--- src/rtl/pic_if_pkg.sv ---
package pic_if_pkg;
  localparam int unsigned NUM_LINES = 8;
  localparam int unsigned LINE_W    = $clog2(NUM_LINES);
  localparam int unsigned DATA_W    = 8;
  localparam int unsigned VBASE_W   = DATA_W - LINE_W;

  typedef enum logic [1:0] {
    SEQ_IDLE = 2'd0,
    SEQ_VEC  = 2'd1,
    SEQ_CASC = 2'd2,
    SEQ_MODE = 2'd3
  } seq_st_e;

  typedef enum logic [2:0] {
    OP_ROT_OFF = 3'd0,
    OP_EOI     = 3'd1,
    OP_NOP     = 3'd2,
    OP_SEOI    = 3'd3,
    OP_ROT_ON  = 3'd4,
    OP_REOI    = 3'd5,
    OP_SETPRI  = 3'd6,
    OP_RSEOI   = 3'd7
  } op_e;
endpackage

--- src/rtl/pic_prio_pick.sv ---
module pic_prio_pick #(
  parameter int unsigned N  = 8,
  parameter int unsigned IW = $clog2(N)
) (
  input  logic [N-1:0]  vec_i,
  input  logic [IW-1:0] base_i,
  output logic          vld_o,
  output logic [IW-1:0] idx_o
);
  // scan from lowest priority up so the last hit is the highest
  always_comb begin
    vld_o = 1'b0;
    idx_o = '0;
    for (int i = N - 1; i >= 0; i--) begin
      int p;
      p = (i + int'(base_i)) % N;
      if (vec_i[p]) begin
        vld_o = 1'b1;
        idx_o = IW'(p);
      end
    end
  end
endmodule

--- src/rtl/pic_init_seq.sv ---
module pic_init_seq
  import pic_if_pkg::*;
(
  input  logic    clk_i,
  input  logic    rst_ni,
  input  logic    start_i,
  input  logic    single_i,
  input  logic    need4_i,
  input  logic    data_wr_i,
  output seq_st_e state_o
);
  seq_st_e st_q;
  logic    single_q, need4_q;

  always_ff @(posedge clk_i or negedge rst_ni) begin
    if (!rst_ni) begin
      st_q     <= SEQ_IDLE;
      single_q <= 1'b0;
      need4_q  <= 1'b0;
    end else if (start_i) begin
      st_q     <= SEQ_VEC;
      single_q <= single_i;
      need4_q  <= need4_i;
    end else if (data_wr_i) begin
      unique case (st_q)
        SEQ_VEC:  st_q <= !single_q ? SEQ_CASC : (need4_q ? SEQ_MODE : SEQ_IDLE);
        SEQ_CASC: st_q <= need4_q ? SEQ_MODE : SEQ_IDLE;
        SEQ_MODE: st_q <= SEQ_IDLE;
        default:  st_q <= SEQ_IDLE;
      endcase
    end
  end

  assign state_o = st_q;
endmodule

--- src/rtl/pic_cmd_exec.sv ---
module pic_cmd_exec
  import pic_if_pkg::*;
(
  input  logic                 cmd_vld_i,
  input  op_e                  op_i,
  input  logic [LINE_W-1:0]    lvl_i,
  input  logic [NUM_LINES-1:0] isr_i,
  input  logic [LINE_W-1:0]    base_i,
  output logic [NUM_LINES-1:0] clr_o,
  output logic                 base_we_o,
  output logic [LINE_W-1:0]    base_o,
  output logic                 rot_we_o
);
  logic              top_vld;
  logic [LINE_W-1:0] top_idx;

  pic_prio_pick #(.N(NUM_LINES), .IW(LINE_W)) u_pick (
    .vec_i (isr_i),
    .base_i(base_i),
    .vld_o (top_vld),
    .idx_o (top_idx)
  );

  always_comb begin
    clr_o     = '0;
    base_we_o = 1'b0;
    base_o    = base_i;
    rot_we_o  = 1'b0;
    if (cmd_vld_i) begin
      unique case (op_i)
        OP_ROT_OFF, OP_ROT_ON: rot_we_o = 1'b1;
        OP_EOI, OP_REOI: begin
          if (top_vld) begin
            clr_o[top_idx] = 1'b1;
            if (op_i == OP_REOI) begin
              base_we_o = 1'b1;
              base_o    = top_idx + LINE_W'(1);
            end
          end
        end
        OP_SEOI: clr_o[lvl_i] = 1'b1;
        OP_SETPRI: begin
          base_we_o = 1'b1;
          base_o    = lvl_i + LINE_W'(1);
        end
        OP_RSEOI: begin
          clr_o[lvl_i] = 1'b1;
          base_we_o    = 1'b1;
          base_o       = lvl_i + LINE_W'(1);
        end
        default: ;
      endcase
    end
  end
endmodule

--- src/rtl/pic_prog_if.sv ---
module pic_prog_if
  import pic_if_pkg::*;
(
  input  logic                 clk_i,
  input  logic                 rst_ni,
  input  logic                 wr_i,
  input  logic                 rd_i,
  input  logic                 addr_i,
  input  logic [DATA_W-1:0]    wdata_i,
  output logic [DATA_W-1:0]    rdata_o,
  input  logic [NUM_LINES-1:0] irr_i,
  input  logic                 pend_vld_i,
  input  logic [LINE_W-1:0]    pend_idx_i,
  input  logic [NUM_LINES-1:0] isr_set_i,
  output logic                 init_pulse_o,
  output logic [NUM_LINES-1:0] irr_clr_o,
  output logic [NUM_LINES-1:0] isr_o,
  output logic [NUM_LINES-1:0] imr_o,
  output logic [VBASE_W-1:0]   vec_base_o,
  output logic [LINE_W-1:0]    prio_base_o,
  output logic                 auto_eoi_o,
  output logic                 rot_aeoi_o,
  output logic                 fully_nested_o,
  output logic                 spec_mask_o
);
  seq_st_e seq_st;

  logic cmd_wr, start_wr, ctl_wr, op_wr, data_wr;
  assign cmd_wr   = wr_i && !addr_i;
  assign data_wr  = wr_i && addr_i;
  assign start_wr = cmd_wr && wdata_i[4];
  assign ctl_wr   = cmd_wr && !wdata_i[4] && wdata_i[3];
  assign op_wr    = cmd_wr && !wdata_i[4] && !wdata_i[3];

  pic_init_seq u_seq (
    .clk_i    (clk_i),
    .rst_ni   (rst_ni),
    .start_i  (start_wr),
    .single_i (wdata_i[1]),
    .need4_i  (wdata_i[0]),
    .data_wr_i(data_wr),
    .state_o  (seq_st)
  );

  logic [NUM_LINES-1:0] isr_q, imr_q;
  logic [VBASE_W-1:0]   vbase_q;
  logic [LINE_W-1:0]    pbase_q;
  logic aeoi_q, rot_q, fnest_q, smask_q, sel_isr_q, poll_q, init_q;

  logic [NUM_LINES-1:0] cmd_clr;
  logic                 base_we, rot_we;
  logic [LINE_W-1:0]    base_nxt;

  pic_cmd_exec u_exec (
    .cmd_vld_i(op_wr),
    .op_i     (op_e'(wdata_i[7:5])),
    .lvl_i    (wdata_i[LINE_W-1:0]),
    .isr_i    (isr_q),
    .base_i   (pbase_q),
    .clr_o    (cmd_clr),
    .base_we_o(base_we),
    .base_o   (base_nxt),
    .rot_we_o (rot_we)
  );

  logic poll_rd, poll_hit;
  assign poll_rd   = rd_i && poll_q;
  assign poll_hit  = poll_rd && pend_vld_i;
  assign irr_clr_o = poll_hit ? (NUM_LINES'(1) << pend_idx_i) : '0;

  always_ff @(posedge clk_i or negedge rst_ni) begin
    if (!rst_ni) begin
      isr_q     <= '0;
      imr_q     <= '0;
      vbase_q   <= '0;
      pbase_q   <= '0;
      aeoi_q    <= 1'b0;
      rot_q     <= 1'b0;
      fnest_q   <= 1'b0;
      smask_q   <= 1'b0;
      sel_isr_q <= 1'b0;
      poll_q    <= 1'b0;
      init_q    <= 1'b0;
    end else begin
      init_q <= start_wr;
      if (start_wr) begin
        isr_q     <= '0;
        imr_q     <= '0;
        vbase_q   <= '0;
        pbase_q   <= '0;
        aeoi_q    <= 1'b0;
        rot_q     <= 1'b0;
        fnest_q   <= 1'b0;
        smask_q   <= 1'b0;
        sel_isr_q <= 1'b0;
        poll_q    <= 1'b0;
      end else begin
        // clears act on the old value, sets land on top
        isr_q <= (isr_q & ~(cmd_clr | irr_clr_o)) | isr_set_i;
        if (base_we) pbase_q <= base_nxt;
        if (rot_we)  rot_q   <= wdata_i[7];
        if (poll_rd) poll_q  <= 1'b0;
        if (ctl_wr) begin
          if (wdata_i[2]) poll_q    <= 1'b1;
          if (wdata_i[1]) sel_isr_q <= wdata_i[0];
          if (wdata_i[6]) smask_q   <= wdata_i[5];
        end
        if (data_wr) begin
          unique case (seq_st)
            SEQ_IDLE: imr_q   <= wdata_i;
            SEQ_VEC:  vbase_q <= wdata_i[DATA_W-1:LINE_W];
            SEQ_MODE: begin
              fnest_q <= wdata_i[4];
              aeoi_q  <= wdata_i[1];
            end
            default: ;
          endcase
        end
      end
    end
  end

  always_comb begin
    if (poll_q)
      rdata_o = pend_vld_i ? DATA_W'(pend_idx_i) : DATA_W'(7);
    else if (addr_i)
      rdata_o = imr_q;
    else
      rdata_o = sel_isr_q ? isr_q : irr_i;
  end

  assign init_pulse_o   = init_q;
  assign isr_o          = isr_q;
  assign imr_o          = imr_q;
  assign vec_base_o     = vbase_q;
  assign prio_base_o    = pbase_q;
  assign auto_eoi_o     = aeoi_q;
  assign rot_aeoi_o     = rot_q;
  assign fully_nested_o = fnest_q;
  assign spec_mask_o    = smask_q;
endmodule

--- config.mk ---
export PLATFORM = sky130hd
export DESIGN_NAME = pic_prog_if
export DESIGN_NICKNAME = d
export VERILOG_FILES = /design/src/rtl/pic_if_pkg.sv /design/src/rtl/pic_prio_pick.sv /design/src/rtl/pic_init_seq.sv /design/src/rtl/pic_cmd_exec.sv /design/src/rtl/pic_prog_if.sv
export SDC_FILE = /design/constraint.sdc
export NUM_CORES = 1
export LEC_CHECK = 0
export ABC_CLOCK_PERIOD_IN_PS = 8870
export BUFFER_PORTS_ARGS = -buffer_cell sky130_fd_sc_hd__buf_2
export CORE_ASPECT_RATIO = 0.7
export CORE_MARGIN = 8
export CORE_UTILIZATION = 35
export CTS_CLUSTER_DIAMETER = 50
export DETAILED_ROUTE_END_ITERATION = 8
export PLACE_DENSITY = 0.62
export SLEW_MARGIN = 25
export SYNTH_ARGS = -nofsm -noshare
export SYNTH_HDL_FRONTEND = slang
export SYNTH_HIERARCHICAL = 1
export SYNTH_SLANG_ARGS = --single-unit
--- constraint.sdc ---
create_clock -name clk_i -period 8.87 [get_ports clk_i]
set_input_delay 0.887 -clock clk_i [delete_from_list [all_inputs] [get_ports clk_i]]
set_output_delay 0.887 -clock clk_i [all_outputs]
set_load 0.02 [all_outputs]
## Word level (Yosys, flattened, before mapping)

Cells that the tools add are included.

- Word-level logic and storage cells: 173
- Output and inout bits: 45
- Flip-flop bits (word level): 35
- Input port bits: 33

- Shift operators: 1
- $add $sub $neg: 9
- Multiplexer cells: 86
- Equal/unequal tests: 11
- Reductions and logical operators: 36
- Magnitude comparators: 12
- Bitwise operators: 4

Operator list:

| cell | count |
|---|---|
| $mux W8 | 10 |
| $mux W3 | 14 |
| $mux W1 | 41 |
| $lt A3 B4 Y1 const B | 10 |
| $bmux W1 S3 | 8 |
| $reduce_bool A2 Y1 | 10 |
| $or A8 B8 Y8 | 2 |
| $pmux W8 S2 | 1 |
| $mux W5 | 3 |
| $add A3 B3 Y3 const A | 4 |
| $eq A3 B3 Y1 const B | 4 |
| $logic_and A1 B1 Y1 | 10 |
| $reduce_and A2 Y1 | 5 |
| $and A8 B8 Y8 | 1 |
| $mux W2 | 4 |
| $not A8 Y8 | 1 |
| $reduce_or A2 Y1 | 4 |
| $shl A1 B3 Y8 const A | 1 |
| $add A2 B3 Y3 const A | 2 |
| $add A3 B1 Y3 const B | 2 |
| $demux W1 S3 | 2 |
| $ge A3 B1 Y1 const B | 2 |
| $ne A3 B2 Y1 const B | 2 |
| $pmux W3 S2 | 1 |
| 12 further kinds | 15 |

## Depth between registers and ports, before layout

Gate-level depths: netlist of run 1.

- Word-level depth: 23
- Gate-level depth with buffers: 17
- Mapped depth without buffers: 14

## Hierarchy

Netlist of run 1, hierarchy kept.

By module, submodules not included:

| module | times used | area an instance (um^2) | cells each | seq. area each (um^2) |
|---|---|---|---|---|
| pic_prog_if | 1 | 1,717.9 | 174 | 775.7 |
| pic_prio_pick | 1 | 782.0 | 90 | 0.0 |
| pic_cmd_exec | 1 | 369.1 | 50 | 0.0 |
| pic_init_seq | 1 | 215.2 | 20 | 100.1 |

## Worst setup path before layout of run 1

Ideal clock, no wire load.

- Path kind: reg2reg
- From: reg pbase_q[1] (netlist: prio_base_o[1])
- To: reg pbase_q[1] (netlist: prio_base_o[1])
- Buffers on the path: 3
- Period minus slack after synthesis: 3,880 ps
- Required time: 8,751 ps
- Slack: 4,990 ps
- Arrival time: 3,761 ps
- Stages on the path, launching flop included: 18
- Library setup time: 119 ps
- Path through: dfrtp_1 buf_4 buf_4 inv_1 ha_1 clkbuf_1 mux4_2 mux2_4 o21ai_2 a31oi_1 o21bai_1 mux2_1 ha_1 and3_2 mux2i_1 o221ai_1 mux2i_1 nor2_1

- Longest elaborated chain between the ends: 18
- Elaborated cells between the ends (all ways): 52
- Classes of those cells: add/sub (8); eq/ne (1); mux (41); reduce/logical (2)

RTL lines:

| element | RTL line | RTL |
|---|---|---|
| from (decl) | pic_prog_if.sv:47 | `logic [LINE_W-1:0] pbase_q;` |
| from (signal assigned) | pic_prog_if.sv:100 | `if (base_we) pbase_q <= base_nxt;` |
| $add A3 B3 Y3 | pic_prio_pick.sv:16 | `p = (i + int'(base_i)) % N;` |
| $bmux W1 S3 | pic_prio_pick.sv:17 | `if (vec_i[p]) begin` |
| $mux W1 (implied by the code) | pic_prio_pick.sv:17 |  |
| $mux W3 (7 in a row) | pic_prio_pick.sv:17 |  |
| $mux W3 (*) | pic_prio_pick.sv:17 |  |
| net u_exec.top_idx[0] | pic_cmd_exec.sv:15 | `logic [LINE_W-1:0] top_idx;` |
| $add A3 B1 Y3 (*) | pic_cmd_exec.sv:37 | `base_o = top_idx + LINE_W'(1);` |
| $mux W3 (*) | pic_cmd_exec.sv:35 | `if (op_i == OP_REOI) begin` |
| $mux W3 (*) | pic_cmd_exec.sv:33 | `if (top_vld) begin` |
| $pmux W3 S2 (*) | pic_cmd_exec.sv:30 | `unique case (op_i)` |
| $mux W3 (*) | pic_cmd_exec.sv:29 | `if (cmd_vld_i) begin` |
| net base_nxt[1] | pic_prog_if.sv:52 | `logic [LINE_W-1:0] base_nxt;` |
| $mux W3 (*) | pic_prog_if.sv:100 |  |
| $mux W3 (*) | pic_prog_if.sv:86 | `if (start_wr) begin` |

Mark *: on every way through the listed nets, which the timed path passes. The rest lies on a longest branch. The select of a mux whose other input is x is not followed.
A chain may end at the register's enable or synchronous reset.

## Worst setup path after layout of run 1

Same ends and word-level chain as after synthesis.

==> run metrics, run 1 <==
Syn. warnings 6; Fin. Hold Viols 0; sequential area share after synthesis 28.4%; Synthesized Nets 373; Die H 94.5 um; Peak Freq 232 MHz; Hold Crit Start u_seq/single_q; global placement routability congestion 0.984; Port Buf Inserts 77; CTS tree yes; Critical Path Start Type register; worst relative slew slack 44.2%; Via Count 2938; RSZ-0062 raised after global routing no; Compound-Gate Fraction of Synth Area 15.5%; # nets final 439; largest net degree at the start of global routing 36; Reg-to-Reg Start prio_base_o[1]; commonest cells after routing, fill and taps aside 77 x buf_2, 35 x nor2_1, 35 x dfrtp_1, 31 x mux2i_1, 30 x nand2_1; post-synthesis xor/xnor area fraction 1.42%; DRT Pass-1 Iters 6; most common cell after layout, fill and taps aside buf_2; CP Data Arrival Time 4.47 ns; share of cells above drive strength 1 28.7%; Hold Slack 0.520 ns; Core Area 8510 sq um; final setup vio count 0; post-synthesis mux area share 23.9%; first-pass GRT wire length 15400 um; critical path startpoint prio_base_o[1]; Simple-Gate Fraction of Synth Area 21.9%; Tcrit/Tclk final 48.7%; vias per cell 5.65; antenna fix cells 0; Worst Skew 0.00434 ns; Max FO, Critical Path 19; Synth Instances 334; total track usage 15.8%; die width 128 um; Netlist Area Pre-Place 3080 sq um; post-route ant nets 0; CTS Buffer Depth 2; DR WL/cell 18.4 um; # fillers 839; Period minus WS final 4.32 ns; status completed; Synth Register Bits 35; Unique masters post-synth 62; Setup crit end kind register; vias in the first global route 2848; row cnt 28; total die area 12100 sq um; worst vdd ir 0.0776 mV; Clock Sinks 35; Clock Pin Slew Worst Setup and Hold Paths 0.06 ns; Root Buffer clkbuf_16; max-cap viol count 0; hold_buf cts 0; post-DP HPWL 7130 um; # resized after CTS 0; Routed WL 9550 um; TritonCTS Buffers 5; largest family of logic cells by synthesized area multiplexers; number of synthesized flops with an enable pin 0; Post-Synth Adder-Cell Area 2.43%; latest clock arrival within the worst-skew pair 0.28 ns; Pleak 1.64 nW; pwr dens 155 nW/um^2; HP Class reg2reg; setup repair bufs after CTS 0; pins over their slew limit 0; drt drc 0; starting density of the core 36.2%; H-tree depth 2; Avg Synthesized Cell Area 9.23 sq um; Worst Max-Slew Pin Slew 0.837 ns; Critical Path RT 9.02 ns; FF/Latch Area 876 sq um; Top FF cell, synth dfrtp_1; ys async rst share 100%; io pins 78; Multi-input gate area 2010 sq um; Overflow after GRT 0; final setup TNS 0 ns; kind of critical path reg2reg; Area growth, synth to finish 18.3%; initial antenna violation count 0; Iter 0 DRT Violations 204
==> stage by stage <==
step	cells	setup slack, ns	total power [mW]	utilization, %	cell area, sq um
finish	520	4.55	0.564	42.8	3650
global route	520	4.28	0.593	42.8	3650
global placement	513	4.76	0.366	40.9	3480
CTS	520	4.66	0.569	42.8	3650
floorplan	334	4.99	0.308	-	3080
detailed placement	513	4.69	0.368	40.9	3480
==> report_power, final <==
| group | switching (mW) | total [mW] | leakage [nW] | internal (mW) |
|---|---|---|---|---|
| sequential | 0.0262 | 0.206 | 0.432 | 0.180 |
| clock | 0.0681 | 0.199 | 0.0759 | 0.131 |
| combinational | 0.0954 | 0.159 | 1.13 | 0.0638 |
| total | 0.190 | 0.564 | 1.64 | 0.375 |
==> path summary, 6_finish.rpt <==
kind,endpoint,depth (start not counted),slack [ns]
max,prio_base_o[1],14,4.55
min,u_seq/single_q,1,0.52
max reg2reg,prio_base_o[1],14,4.55
min reg2reg,u_seq/single_q,1,0.52
max in group asynchronous,isr_o[3],1,7.64
min in group asynchronous,init_pulse_o,1,0.71
==> cell families after synthesis <==
logic type / Yosys count
adder cells (fa/ha/maj): 6
XOR/XNOR: 5
flip-flops: 35
AND/OR/NAND/NOR: 125
AO/OA/AOI/OAI: 72
buffers and inverters: 34
multiplexers: 57
==> synth_stat cells (3+ instances only) <==
cell,n,area share (%)
dfrtp_1,35,28
nor2_1,35,4.3
mux2i_1,31,10
nand2_1,30,3.7
o21ai_0,18,2.9
inv_1,15,1.8
a21oi_1,12,1.9
mux2_2,12,4.4
nand3b_1,10,2.4
nand2b_1,9,1.8
buf_4,7,1.7
nand4_1,7,1.4
and2_1,6,1.2
ha_1,6,2.4
nor3_1,6,0.97
o22ai_1,6,1.2
buf_6,5,1.8
mux4_1,5,4.3
mux4_2,5,3.7
o21ai_1,4,0.65
a22o_1,3,0.85
a31oi_1,3,0.61
buf_2,3,0.49
clkbuf_1,3,0.37
mux2_1,3,1.1
nand4b_1,3,0.85
nor2b_1,3,0.61
o21a_1,3,0.73
o31ai_1,3,0.73
o32ai_1,3,0.85
xnor2_1,3,0.85
==> state kept, by name, summed over array words and instances, names as in the netlist <==
signal / flops
sel_isr_q: 1
u_seq/single_q: 1
poll_q: 1
init_pulse_o: 1
fully_nested_o: 1
isr_o: 8
u_seq/need4_q: 1
spec_mask_o: 1
rot_aeoi_o: 1
vec_base_o: 5
prio_base_o: 3
u_seq/state_o: 2
imr_o: 8
auto_eoi_o: 1
==> layer usage <==
metal | track usage [%] | vias up | part of all wire (%)
li1 | - | 1370 | -
met1 | 21.8 | 1423 | 47
met2 | 24.3 | 141 | 44
met3 | 4.28 | 4 | 9.0
met4 | 3.15 | 0 | 0.51
met5 | 0 | - | 0
==> worst max-delay path: stages (launching register included) <==
cell	delay, ns
dfrtp_1	0.77
inv_1	0.26
ha_1	0.53
mux4_1	0.45
mux2_4	0.33
a221oi_1	0.24
and3_1	0.20
nor3_1	0.05
nor2_1	0.37
ha_1	0.32
and3_2	0.21
mux2i_1	0.12
o221ai_1	0.12
mux2i_1	0.15
nor2_1	0.06
==> final cells by class <==
class,instances,area share [%]
repair buffers,77,10.6
multi-input cells,265,55.2
well taps,120,4.12
clock inverters,2,1.03
flip-flops and latches,35,24.0
inverters,16,1.65
clock buffers,5,3.43
(Power assumes the default switching activity.)
==> inputs of run 2 (changes only) <==
- ABC_CLOCK_PERIOD_IN_PS: 8870 -> 3650
- PLACE_DENSITY: 0.62 -> 0.64
- clock period: 8.87 -> 3.65 ns (I/O delays scaled with it)
==> run 2 against run 1 <==
  * Global-route usage grew 0.47 points
  * Flip-flop and latch count is the same
  * Sequential share of layout area shrank 0.43 points
  * Routed wire length grew 2.5%
  * First-iteration DRC count grew 43%
  * Clock skew shrank 0.0014 ns
  * Cell count grew 2.1%
  * Highest routed layer unchanged
==> run metrics, run 2 (synthesized netlist as in run 1, its figures left out) <==
crit-path most repeated cell mux2i_1; Overflow after GRT 0; met2 Usage GRT 22.6%; crit path max-delay cell type dfrtp_2; final setup TNS 0 ns; kind of critical path reg2reg; busiest grt layer met1; Routed WL 9780 um; starting density of the core 36.2%; Worst Skew 0.00293 ns; total die area 12100 sq um; commonest cells after routing, fill and taps aside 77 x buf_2, 35 x nor2_1, 33 x dfrtp_1, 31 x mux2i_1, 30 x nand2_1; CTS Buffer Depth 2; DR WL/cell 18.4 um; Final Instance Area 3720 sq um; RSZ-0062 raised after global routing no; final setup margin 0.199 ns; CP max stage delay 0.40 ns; Critical Path Start Type register; status completed; R2R setup slack 0.20 ns; Via Count 2936; final setup vio count 0; worst relative slew slack 45.2%; post-route ant nets 0; # nets final 449; antenna fix cells 0; row cnt 28; CP cell instances inv_2, ha_2, mux4_2, mux2_4, o21ai_2, a31oi_1, o21bai_1, mux2_1, ha_1, and3_2, mux2i_1, o221ai_1, mux2i_1, nor2_1; Area growth, synth to finish 20.7%; Pleak 1.68 nW; latest clock arrival within the worst-skew pair 0.28 ns; vias in the first global route 2842; pwr dens 354 nW/um^2; Clock Sinks 35; Period minus WS final 3.45 ns; Core Area 8510 sq um; io pins 78; Port Buf Inserts 77; global placement routability congestion 0.954; TritonCTS Buffers 5; Post-DP Area 3560 sq um; worst vdd ir 0.205 mV; initial antenna violation count 0; Max FO, Critical Path 7; Die H 94.5 um; HP Class in2async; Clock Pin Slew Worst Setup and Hold Paths 0.06 ns; first-pass GRT wire length 15800 um; Worst Max-Slew Pin Slew 0.823 ns; met3 Usage GRT 5.18%; most common cell after layout, fill and taps aside buf_2; CP Data Arrival Time 3.60 ns; total track usage 16.3%; Tcrit/Tclk final 94.5%; Peak Freq 290 MHz; Iter 0 DRT Violations 292; vias per cell 5.53; Setup crit end kind register; pins over their slew limit 0; share of cells above drive strength 1 32.1%; Root Buffer clkbuf_16; max-cap viol count 0; pre-CTS WS 0.145 ns; drt drc 0; DRT Pass-1 Iters 5; H-tree depth 2; met1 usage 23.9%; # fillers 861; Critical Path RT 3.80 ns; post-DP HPWL 7390 um; die width 128 um; largest net degree at the start of global routing 36; CTS tree yes; Fin. Hold Viols 0
-- run 2: cell count changes in the layout (fill, tap and decap cells not counted), sizes merged --
cell	delta
clkbuf	+1
buf	+10
clkinv	+1
bufinv	-1
-- run 2: per-layer routing --
| metal | wire [um] | vias up | part of all wire, % |
|---|---|---|---|
| met5 | 0 | - | 0 |
| met3 | 867 | 5 | 8.9 |
| met2 | 4030 | 130 | 41 |
| li1 | - | 1392 | - |
| met1 | 4820 | 1409 | 49 |
| met4 | 59 | 0 | 0.60 |
-- run 2: cell type report --
cell class                 count  area (sq um)  share of cell area (%)
multi-input combinational    265          2020                    54.3
sequential                    35           878                    23.6
timing repair buffer          87           473                    12.7
tap                          120           150                    4.03
clock buffer                   6           129                    3.46
inverter                      16          60.1                    1.61
clock inverter                 2          12.5                   0.336
-- run 2: final timing paths --
| check | start | endpoint | cells past startpoint |
|---|---|---|---|
| min in group clk_i | isr_set_i[0] | isr_o[0] | 3 |
| worst min register to register | u_seq/single_q | u_seq/single_q | 1 |
| worst max register to register | prio_base_o[1] | prio_base_o[1] | 14 |
| worst max-delay path | prio_base_o[1] | prio_base_o[1] | 14 |
| max in group asynchronous | rst_ni | prio_base_o[0] | 1 |
| worst min-delay path | rst_ni | u_seq/state_o[0] | 1 |
-- run 2: power by group --
group | leakage, nW | internal, mW | total, mW | switching, mW
clock | 0.0669 | 0.252 | 0.420 | 0.168
sequential | 0.428 | 0.438 | 0.495 | 0.0577
combinational | 1.19 | 0.162 | 0.404 | 0.241
total | 1.68 | 0.852 | 1.32 | 0.467
-- run 2: repair_timing --
| item | CTS | global route |
|---|---|---|
| resized for setup | 0 | 5 |
| setup endpoints to repair | 0 | 8 |
| buffers inserted | 0 | 2 |
| hold buffers | 0 | 0 |
-- run 2: worst max-delay path, delay by kind of cell, from the launching register on --
family	cells	cell delay, ns
compound gates	4	0.51
flops	1	0.40
mux	5	1.37
simple gates	2	0.26
fa+ha+maj	2	0.64
buf+inv	1	0.13
-- run 2: through the flow --
step                      hold slack, ns  power, mW  util, %  instances
after CTS                          0.203       1.32     43.5        529
after detailed placement           0.491      0.900     41.8        521
final                              0.173       1.32     43.7        531
after global placement             0.494      0.892     41.8        521
after global routing               0.230       1.39     43.7        531
after floorplan                   0.0694      0.748        -        334
